$ cat src/rtl/hpa_pkg.sv
package hpa_pkg;
    // Memory choice field of the mode register (bits 4-3)
    typedef enum logic [1:0] {
        SEL_NONE = 2'b00,
        SEL_DM   = 2'b01,
        SEL_CML  = 2'b10,
        SEL_CMH  = 2'b11
    } mem_sel_e;

    localparam int STREAM_W = 3;

    // Mode register layout; bit positions are decoded by the steering logic
    typedef struct packed {
        logic                split;   // bit 7
        logic                msg;     // bit 6
        logic                spare;   // bit 5, held at 0
        mem_sel_e            sel;     // bits 4-3
        logic [STREAM_W-1:0] stream;  // bits 2-0
    } mode_t;

    typedef struct packed {
        logic dm_rd;
        logic cml_rd;
        logic cml_wr;
        logic cmh_rd;
        logic cmh_wr;
    } strobe_t;
endpackage

$ cat src/rtl/hpa_mode_reg.sv
module hpa_mode_reg
    import hpa_pkg::*;
(
    input  logic       clk,
    input  logic       rst_n,
    input  logic       load,
    input  logic [7:0] wdata,
    output mode_t      mode_q
);
    typedef struct packed {
        mode_t mode;
    } state_t;

    state_t st_d, st_q;

    always_comb begin
        st_d = st_q;
        if (load) begin
            st_d.mode       = mode_t'(wdata);
            st_d.mode.spare = 1'b0;
        end
    end

    always_ff @(posedge clk or negedge rst_n) begin
        if (!rst_n) st_q <= '0;
        else        st_q <= st_d;
    end

    assign mode_q = st_q.mode;

    // The spare bit can never be stored
    assert_spare_clear_R3: assert property (@(posedge clk) disable iff (!rst_n)
        mode_q.spare == 1'b0);
endmodule

$ cat src/rtl/hpa_steer.sv
module hpa_steer
    import hpa_pkg::*;
#(
    parameter int CHAN_W   = 5,
    parameter int CTRL_OFS = 0,
    localparam int ADDR_W  = CHAN_W + 1,
    localparam int MADDR_W = STREAM_W + CHAN_W
)(
    input  logic [ADDR_W-1:0]  host_addr,
    input  logic               host_rd,
    input  logic               host_wr,
    input  mode_t              mode,
    input  logic [7:0]         dm_rdata,
    input  logic [7:0]         cml_rdata,
    input  logic [7:0]         cmh_rdata,
    output strobe_t            strb,
    output logic               mode_load,
    output logic               mode_sel,
    output logic [7:0]         rdata,
    output logic [MADDR_W-1:0] mem_addr
);
    logic chan_hit;

    always_comb begin
        chan_hit  = host_addr[ADDR_W-1];
        mode_sel  = !chan_hit && (host_addr[CHAN_W-1:0] == CHAN_W'(CTRL_OFS));
        mode_load = mode_sel && host_wr;
        mem_addr  = {mode.stream, host_addr[CHAN_W-1:0]};
        strb      = '0;
        rdata     = 8'h00;

        if (chan_hit) begin
            if (mode.split) begin
                strb.dm_rd  = host_rd;
                strb.cml_wr = host_wr;
            end else begin
                unique case (mode.sel)
                    SEL_DM:  strb.dm_rd = host_rd;
                    SEL_CML: begin
                        strb.cml_rd = host_rd;
                        strb.cml_wr = host_wr;
                    end
                    SEL_CMH: begin
                        strb.cmh_rd = host_rd;
                        strb.cmh_wr = host_wr;
                    end
                    default: ;
                endcase
            end
        end

        if (strb.dm_rd)       rdata = dm_rdata;
        else if (strb.cml_rd) rdata = cml_rdata;
        else if (strb.cmh_rd) rdata = cmh_rdata;
        else if (mode_sel && host_rd) begin
            rdata    = mode;
            rdata[5] = 1'b0;
        end
    end
endmodule

$ cat src/rtl/hpa_host_port.sv
module hpa_host_port
    import hpa_pkg::*;
#(
    parameter int CHAN_W   = 5,
    parameter int CTRL_OFS = 0,
    localparam int ADDR_W  = CHAN_W + 1,
    localparam int MADDR_W = STREAM_W + CHAN_W
)(
    input  logic               clk,
    input  logic               rst_n,
    input  logic [ADDR_W-1:0]  host_addr,
    input  logic [7:0]         host_wdata,
    input  logic               host_rd,
    input  logic               host_wr,
    output logic [7:0]         host_rdata,
    input  logic [7:0]         dm_rdata,
    input  logic [7:0]         cml_rdata,
    input  logic [7:0]         cmh_rdata,
    output logic               dm_rd,
    output logic               cml_rd,
    output logic               cml_wr,
    output logic               cmh_rd,
    output logic               cmh_wr,
    output logic [MADDR_W-1:0] mem_addr,
    output logic [7:0]         mem_wdata,
    output logic               msg_mode
);
    mode_t   mode_q;
    strobe_t strb;
    logic    mode_load, mode_sel;

    hpa_mode_reg u_mode (
        .clk    (clk),
        .rst_n  (rst_n),
        .load   (mode_load),
        .wdata  (host_wdata),
        .mode_q (mode_q)
    );

    hpa_steer #(.CHAN_W(CHAN_W), .CTRL_OFS(CTRL_OFS)) u_steer (
        .host_addr (host_addr),
        .host_rd   (host_rd),
        .host_wr   (host_wr),
        .mode      (mode_q),
        .dm_rdata  (dm_rdata),
        .cml_rdata (cml_rdata),
        .cmh_rdata (cmh_rdata),
        .strb      (strb),
        .mode_load (mode_load),
        .mode_sel  (mode_sel),
        .rdata     (host_rdata),
        .mem_addr  (mem_addr)
    );

    assign dm_rd     = strb.dm_rd;
    assign cml_rd    = strb.cml_rd;
    assign cml_wr    = strb.cml_wr;
    assign cmh_rd    = strb.cmh_rd;
    assign cmh_wr    = strb.cmh_wr;
    assign mem_wdata = host_wdata;
    assign msg_mode  = mode_q.msg;

    // Assertions assume host_rd and host_wr are never high together
    assert_mode_hold_R2: assert property (@(posedge clk) disable iff (!rst_n)
        !mode_load |=> $stable(mode_q));

    assert_readback_bit5_R3: assert property (@(posedge clk) disable iff (!rst_n)
        (mode_sel && host_rd) |-> host_rdata[5] == 1'b0);

    assert_split_steer_R4: assert property (@(posedge clk) disable iff (!rst_n)
        (mode_q.split && host_addr[ADDR_W-1] && host_rd) |-> (dm_rd && !cml_rd && !cmh_rd));

    assert_dm_readonly_R5: assert property (@(posedge clk) disable iff (!rst_n)
        (!mode_q.split && mode_q.sel == SEL_DM && host_wr) |-> !(cml_wr || cmh_wr));

    assert_sel_none_R7: assert property (@(posedge clk) disable iff (!rst_n)
        (!mode_q.split && mode_q.sel == SEL_NONE && host_addr[ADDR_W-1] && host_rd)
        |-> (strb == '0 && host_rdata == 8'h00));

    assert_one_strobe_R10: assert property (@(posedge clk) disable iff (!rst_n)
        $onehot0({dm_rd, cml_rd, cml_wr, cmh_rd, cmh_wr}));

    assert_strobe_gated_R10: assert property (@(posedge clk) disable iff (!rst_n)
        (!host_rd |-> !(dm_rd || cml_rd || cmh_rd)) and (!host_wr |-> !(cml_wr || cmh_wr)));
endmodule

$ cat config.mk
export PLATFORM = sky130hd
export DESIGN_NAME = hpa_host_port
export DESIGN_NICKNAME = d
export VERILOG_FILES = /design/src/rtl/hpa_pkg.sv /design/src/rtl/hpa_mode_reg.sv /design/src/rtl/hpa_steer.sv /design/src/rtl/hpa_host_port.sv
export SDC_FILE = /design/constraint.sdc
export NUM_CORES = 1
export LEC_CHECK = 0
export ABC_AREA = 1
export BUFFER_PORTS_ARGS = -buffer_cell sky130_fd_sc_hd__buf_2
export CAP_MARGIN = 20
export CORE_UTILIZATION = 32
export CTS_CLUSTER_DIAMETER = 120
export DETAILED_ROUTE_END_ITERATION = 8
export PLACE_DENSITY = 0.77
export SYNTH_ARGS = -nofsm -noshare
export SYNTH_HDL_FRONTEND = slang
export SYNTH_SLANG_ARGS = --single-unit
export TNS_END_PERCENT = 50
$ cat constraint.sdc
create_clock -name clk -period 0.9 [get_ports clk]
set_input_delay 0.09 -clock clk [delete_from_list [all_inputs] [get_ports clk]]
set_output_delay 0.09 -clock clk [all_outputs]
set_load 0.02 [all_outputs]
==> results.toml, run 1 <==
[global_route]
grt_max_degree = 15
grt_usage_pct = 18.8
grt-ovfl-total = 0
grt_pass1_wl_um = 3590
grt_pass1_vias = 848
antenna_found_initial = 0

[placed_design]
globalplace.congestion = 0.767
post-place-ws_ns = -0.377
port-buffer-count = 69
place_hpwl_um = 1860
placedCellCount = 198
placedInstanceArea_um2 = 1090

[pwr]
power_frac_clock_pct = 21.0
p_comb_share_pct = 48.2
leakage_nw = 0.678
power.switching_uw = 526
p_per_area_nw_per_um2 = 1070
switching_share_pct = 38.8
ir_worst_vdd_uv = 781
intPower_uw = 830
p_seq_share_pct = 30.8
power_mw = 1.36

[logic_synthesis]
ys.flop_type = "dfrtp_1"
yosys.area.top_type = "dfrtp_1"
synth.avg_cell_area_um2 = 6.80
syn_area_um2 = 741
synthTopCellsByArea = "dfrtp_1 24%, nand3_1 20%, buf_4 18%"
async_reset_ff_share_pct = 100
ys_seq_area_share_pct = 23.6
yosysMostFrequentCell = "nand3_1"
synth.top_cells.by_count = "29 x nand3_1, 28 x nand2_1, 18 x buf_4, 7 x dfrtp_1, 7 x nand4_1"
syn_inst = 109
ys_ff_latch = 7
synth_nets = 151
synth_top_cell_area_share_pct = 23.6
synth_cell_type_count = 17
yosysWarnings = 0
synth-edff-count = 0

[clock_network]
clk_pin_slew_ns = 0.05
cts-root-buf = "clkbuf_4"
cts_sinks = 7
clk_latency_ns = 0.25
numCtsBuffers = 3
h-tree-depth = 1
clock_path_buffers = 2
cts_tree = "done"

[layout]
seqCellArea_um2 = 178
fin_cells = 208
finish.instance_area_um2 = 1270
drive_gt1_share_pct = 60.0
final_core_util_pct = 58.0
syn2layout_area_growth_pct = 71.6
largest_reg_flops = 7
nets = 223
multi_input_comb_area_um2 = 454
n_antenna_cell = 0
num-fill-cells = 204

[setup_path]
worstSetupStartpointType = "flip-flop"
cp-endpoint = "host_rdata[4]"
cp_data_arrival_time_ns = 1.35
cpMaxStageDelayCell = "dfrtp_1"
cp.required_ns = 0.81
reg2regPathDepth = 4
crit_type = "flip-flop to output pin"
critPathMaxStageDelay_ns = 0.41
r2r_start = "u_mode.mode_q[4]"
r2r_slack_ns = 0.02
reg2reg_to = "u_mode.mode_q[4]"
timing.critical_path.fanout_max = 5
path_cells = "inv_2, nand2_4, a21oi_4, nand2_1, nand4_1, buf_4"
crit_start = "u_mode.mode_q[4]"
endpoint_kind = "output pin"

[sta]
finClkSkew_ns = 0
min_period_ns = 1.44
max_slew_margin_pct = 84.0
rsz0062_at_grt = "true"
drv_slew = 0
fin_ws_ns = -0.537
hold_violations = 0
setup_viol = 15
timing.fmax_mhz = 696
worst_slew_pin_slew_ns = 0.239
setup_tns_ns = -6.53
post-route-period-util_pct = 160
whs_ns = 0.0816

[run]
maxCapViolCount = 0

[floorplan]
start_util_pct = 33.8
die_w_um = 50.1
io_pins = 72
die_h_um = 50.1
core_region_area_um2 = 2190
dieArea_um2 = 2510
row_count = 17

[drt]
drc_errors = 0
drt-wirelength-per-cell_um = 11.6
firstDrtPassIters = 4
drt_iter0_drc = 16
vias = 989
via_per_inst = 4.75
drt-total-wl_um = 2410
drtAntennaViolNets = 0

[run_status]
outcome = "complete, but fails checks"
violations = "setup timing"

[min_path]
hold_path_class = "input port to flip-flop"
[final cells by class]
| cell class | count | share of cell area (%) |
|---|---|---|
| tap | 28 | 2.76 |
| timing repair buffer | 86 | 43.3 |
| inverter | 6 | 2.17 |
| multi-input combinational | 77 | 35.7 |
| clock buffer | 4 | 2.07 |
| sequential | 7 | 14.0 |
[how the worst min path moves through the flow]
stage | from | endpoint | cells past startpoint | slack, ns
2_1_floorplan | rst_n | u_mode.mode_q[0] | 0 | -0.21
3_3_place_gp | rst_n | u_mode.mode_q[6] | 1 | -0.07
3_5_place_dp | rst_n | u_mode.mode_q[6] | 1 | -0.07
4_1_cts | host_wdata[6] | u_mode.mode_q[6] | 3 | 0.07
5_1_grt | host_wdata[7] | u_mode.mode_q[7] | 3 | 0.07
6_report | host_wdata[6] | u_mode.mode_q[6] | 3 | 0.08
[power groups by stage]
| stage | clock network, mW | logic (mW) | registers [mW] |
|---|---|---|---|
| 2_1_floorplan | 0 | 0.340 | 0.415 |
| 3_3_place_gp | 0 | 0.539 | 0.411 |
| 3_5_place_dp | 0 | 0.552 | 0.414 |
| 4_1_cts | 0.303 | 0.620 | 0.414 |
| 5_1_grt | 0.311 | 0.699 | 0.423 |
| 6_report | 0.285 | 0.654 | 0.418 |
[cells by family after synthesis]
logic type	Yosys count	synth area share, %
simple gates	74	50.5
buf+inv	26	22.6
flops	7	23.6
compound gates	2	3.21
[timing repair]
action | in CTS | in global routing
hold buffers | 1 | 0
resized for setup | 19 | 11
buffers inserted | 2 | 2
endpoints found under the setup margin | 17 | 24
endpoints found under the hold margin | 7 | 0
cloned | 1 | 0
pin swaps | 8 | 7
[cell usage in the layout, fill, tap and decap left out, drive strengths merged]
cell	instances
nor2	5
a21oi	2
nor4	1
nand4	7
or2	1
clkbuf	4
nand3	29
a211oi	1
inv	6
nor3	2
nand2	29
dfrtp	7
buf	85
dlygate4sd3	1
[critical path, delay by kind of cell (launching register included)]
family                 cells  cell delay (ns)
and+or+nand+nor            3             0.25
DFF                        1             0.41
buffers and inverters      2             0.26
AOI/OAI and AO/OA          1             0.19
[per-layer routing]
metal | part of all wire, % | up-vias | wire (um) | GRT usage (%)
met5 | 0 | - | 0 | 0
met4 | 1.2 | 0 | 28 | 10.0
met3 | 6.2 | 4 | 150 | 2.16
met2 | 51 | 45 | 1230 | 32.0
met1 | 42 | 440 | 1000 | 22.6
li1 | - | 500 | - | -
Power figures use the tool's default switching activity.
==> inputs of run 2 (changes only) <==
==> constraint.sdc (replaced) <==
create_clock -name clk -period 0.9 [get_ports clk]
set_input_delay 0.045 -clock clk [delete_from_list [all_inputs] [get_ports clk]]
set_output_delay 0.045 -clock clk [all_outputs]
set_load 0.02 [all_outputs]
==> results.toml, run 2 (synthesis results as in run 1) <==
[run_status]
outcome = "complete, but fails checks"
violations = "setup timing"

[drt]
firstDrtPassIters = 6
drt-wirelength-per-cell_um = 11.5
drt_iter0_drc = 22
drt-total-wl_um = 2370
via_per_inst = 4.70
vias = 968
drtAntennaViolNets = 0
drc_errors = 0

[setup_path]
critPathMaxStageDelay_ns = 0.40
reg2regPathDepth = 3
worstSetupStartpointType = "flip-flop"
crit_type = "flip-flop to output pin"
crit_start = "u_mode.mode_q[4]"
path_cells = "inv_2, nand2_4, a21oi_4, nand2_1, nand4_1, buf_4"
timing.critical_path.fanout_max = 5
endpoint_kind = "output pin"
cp_data_arrival_time_ns = 1.37
cp.required_ns = 0.85
r2r_start = "u_mode.mode_q[7]"
cpMaxStageDelayCell = "dfrtp_1"

[clock_network]
clk_pin_slew_ns = 0.05
cts_sinks = 7
numCtsBuffers = 3
cts-root-buf = "clkbuf_4"
clock_path_buffers = 2
h-tree-depth = 1
cts_tree = "done"
clk_latency_ns = 0.24

[pwr]
switching_share_pct = 39.6
power_mw = 1.34
intPower_uw = 811
power_frac_clock_pct = 21.1
p_comb_share_pct = 47.4
p_seq_share_pct = 31.5
leakage_nw = 0.671
ir_worst_vdd_uv = 778
p_per_area_nw_per_um2 = 1080
power.switching_uw = 532

[floorplan]
core_region_area_um2 = 2190
io_pins = 72
row_count = 17
start_util_pct = 33.8
dieArea_um2 = 2510
die_w_um = 50.1
die_h_um = 50.1

[layout]
n_antenna_cell = 0
nets = 221
syn2layout_area_growth_pct = 67.7
drive_gt1_share_pct = 59.6
final_core_util_pct = 56.7
final_common_cell = "buf_2"
largest_reg_flops = 7
layout_common_cells = "56 x buf_2, 28 x nand3_1, 25 x nand2_1"
finish.instance_area_um2 = 1240
fin_cells = 206

[global_route]
grt_usage_pct = 18.3
grt-ovfl-total = 0
grt_pass1_vias = 854
grt_pass1_wl_um = 3560
grt_max_degree = 10
antenna_found_initial = 0

[min_path]
hold_start = "host_wdata[6]"
hold_depth = 3
hold_path_class = "input port to flip-flop"

[sta]
max_slew_margin_pct = 84.2
post-route-period-util_pct = 158
setup_viol = 13
rsz0062_at_grt = "true"
drv_slew = 0
whs_ns = 0.0423
min_period_ns = 1.42
finClkSkew_ns = 0
fin_ws_ns = -0.519
worst_slew_pin_slew_ns = 0.237
setup_tns_ns = -5.98
timing.fmax_mhz = 705
hold_violations = 0

[placed_design]
placedCellCount = 197
post-place-ws_ns = -0.353
globalplace.congestion = 0.769
place_hpwl_um = 1750
placedInstanceArea_um2 = 1090
port-buffer-count = 69

[run]
maxCapViolCount = 0
[run 2: power groups by stage]
stage | Clock, mW | Combinational (mW) | Sequential, mW
floorplan | 0 | 0.340 | 0.415
global placement | 0 | 0.536 | 0.411
detailed placement | 0 | 0.545 | 0.414
CTS | 0.296 | 0.589 | 0.416
global route | 0.309 | 0.684 | 0.430
finish | 0.284 | 0.636 | 0.423
[run 2: final timing paths]
| kind | to | slack (ns) |
|---|---|---|
| setup / recovery | host_rdata[6] | -0.52 |
| hold / removal | u_mode.mode_q[6] | 0.04 |
| setup reg to reg | u_mode.mode_q[7] | 0.01 |
| hold reg to reg | u_mode.mode_q[0] | 0.51 |
| max in group asynchronous | u_mode.mode_q[3] | 0.56 |
| min in group asynchronous | u_mode.mode_q[6] | 0.16 |
[run 2: final cells by class]
class | instances | area (um^2)
Fill cell | 218 | 948
Timing Repair Buffer | 83 | 497
Tap cell | 28 | 35.0
Clock buffer | 4 | 26.3
Sequential cell | 7 | 178
Multi-Input combinational cell | 78 | 479
Inverter | 6 | 27.5
[run 2: worst max-delay path: cells and delay by family, from the launching register on]
kind                   cells  cell delay [ns]
AO/OA/AOI/OAI              1             0.21
buffers and inverters      2             0.26
flip-flops                 1             0.40
AND/OR/NAND/NOR            3             0.26
[run 2: layer usage]
metal / part of all wire [%] / vias up / GRT usage [%]
met5: 0 / - / 0
met4: 0.59 / 0 / 7.62
met3: 7.0 / 2 / 2.47
met2: 52 / 43 / 32.9
met1: 40 / 429 / 21.3
li1: - / 494 / -
[run 2: repair_timing]
item	4_1_cts	5_1_grt
pin swaps	6	11
hold endpoints to repair	7	0
hold buffers	1	0
gates resized for setup	14	14
setup endpoints to repair	13	17
buffers inserted	1	1
cloned	2	0
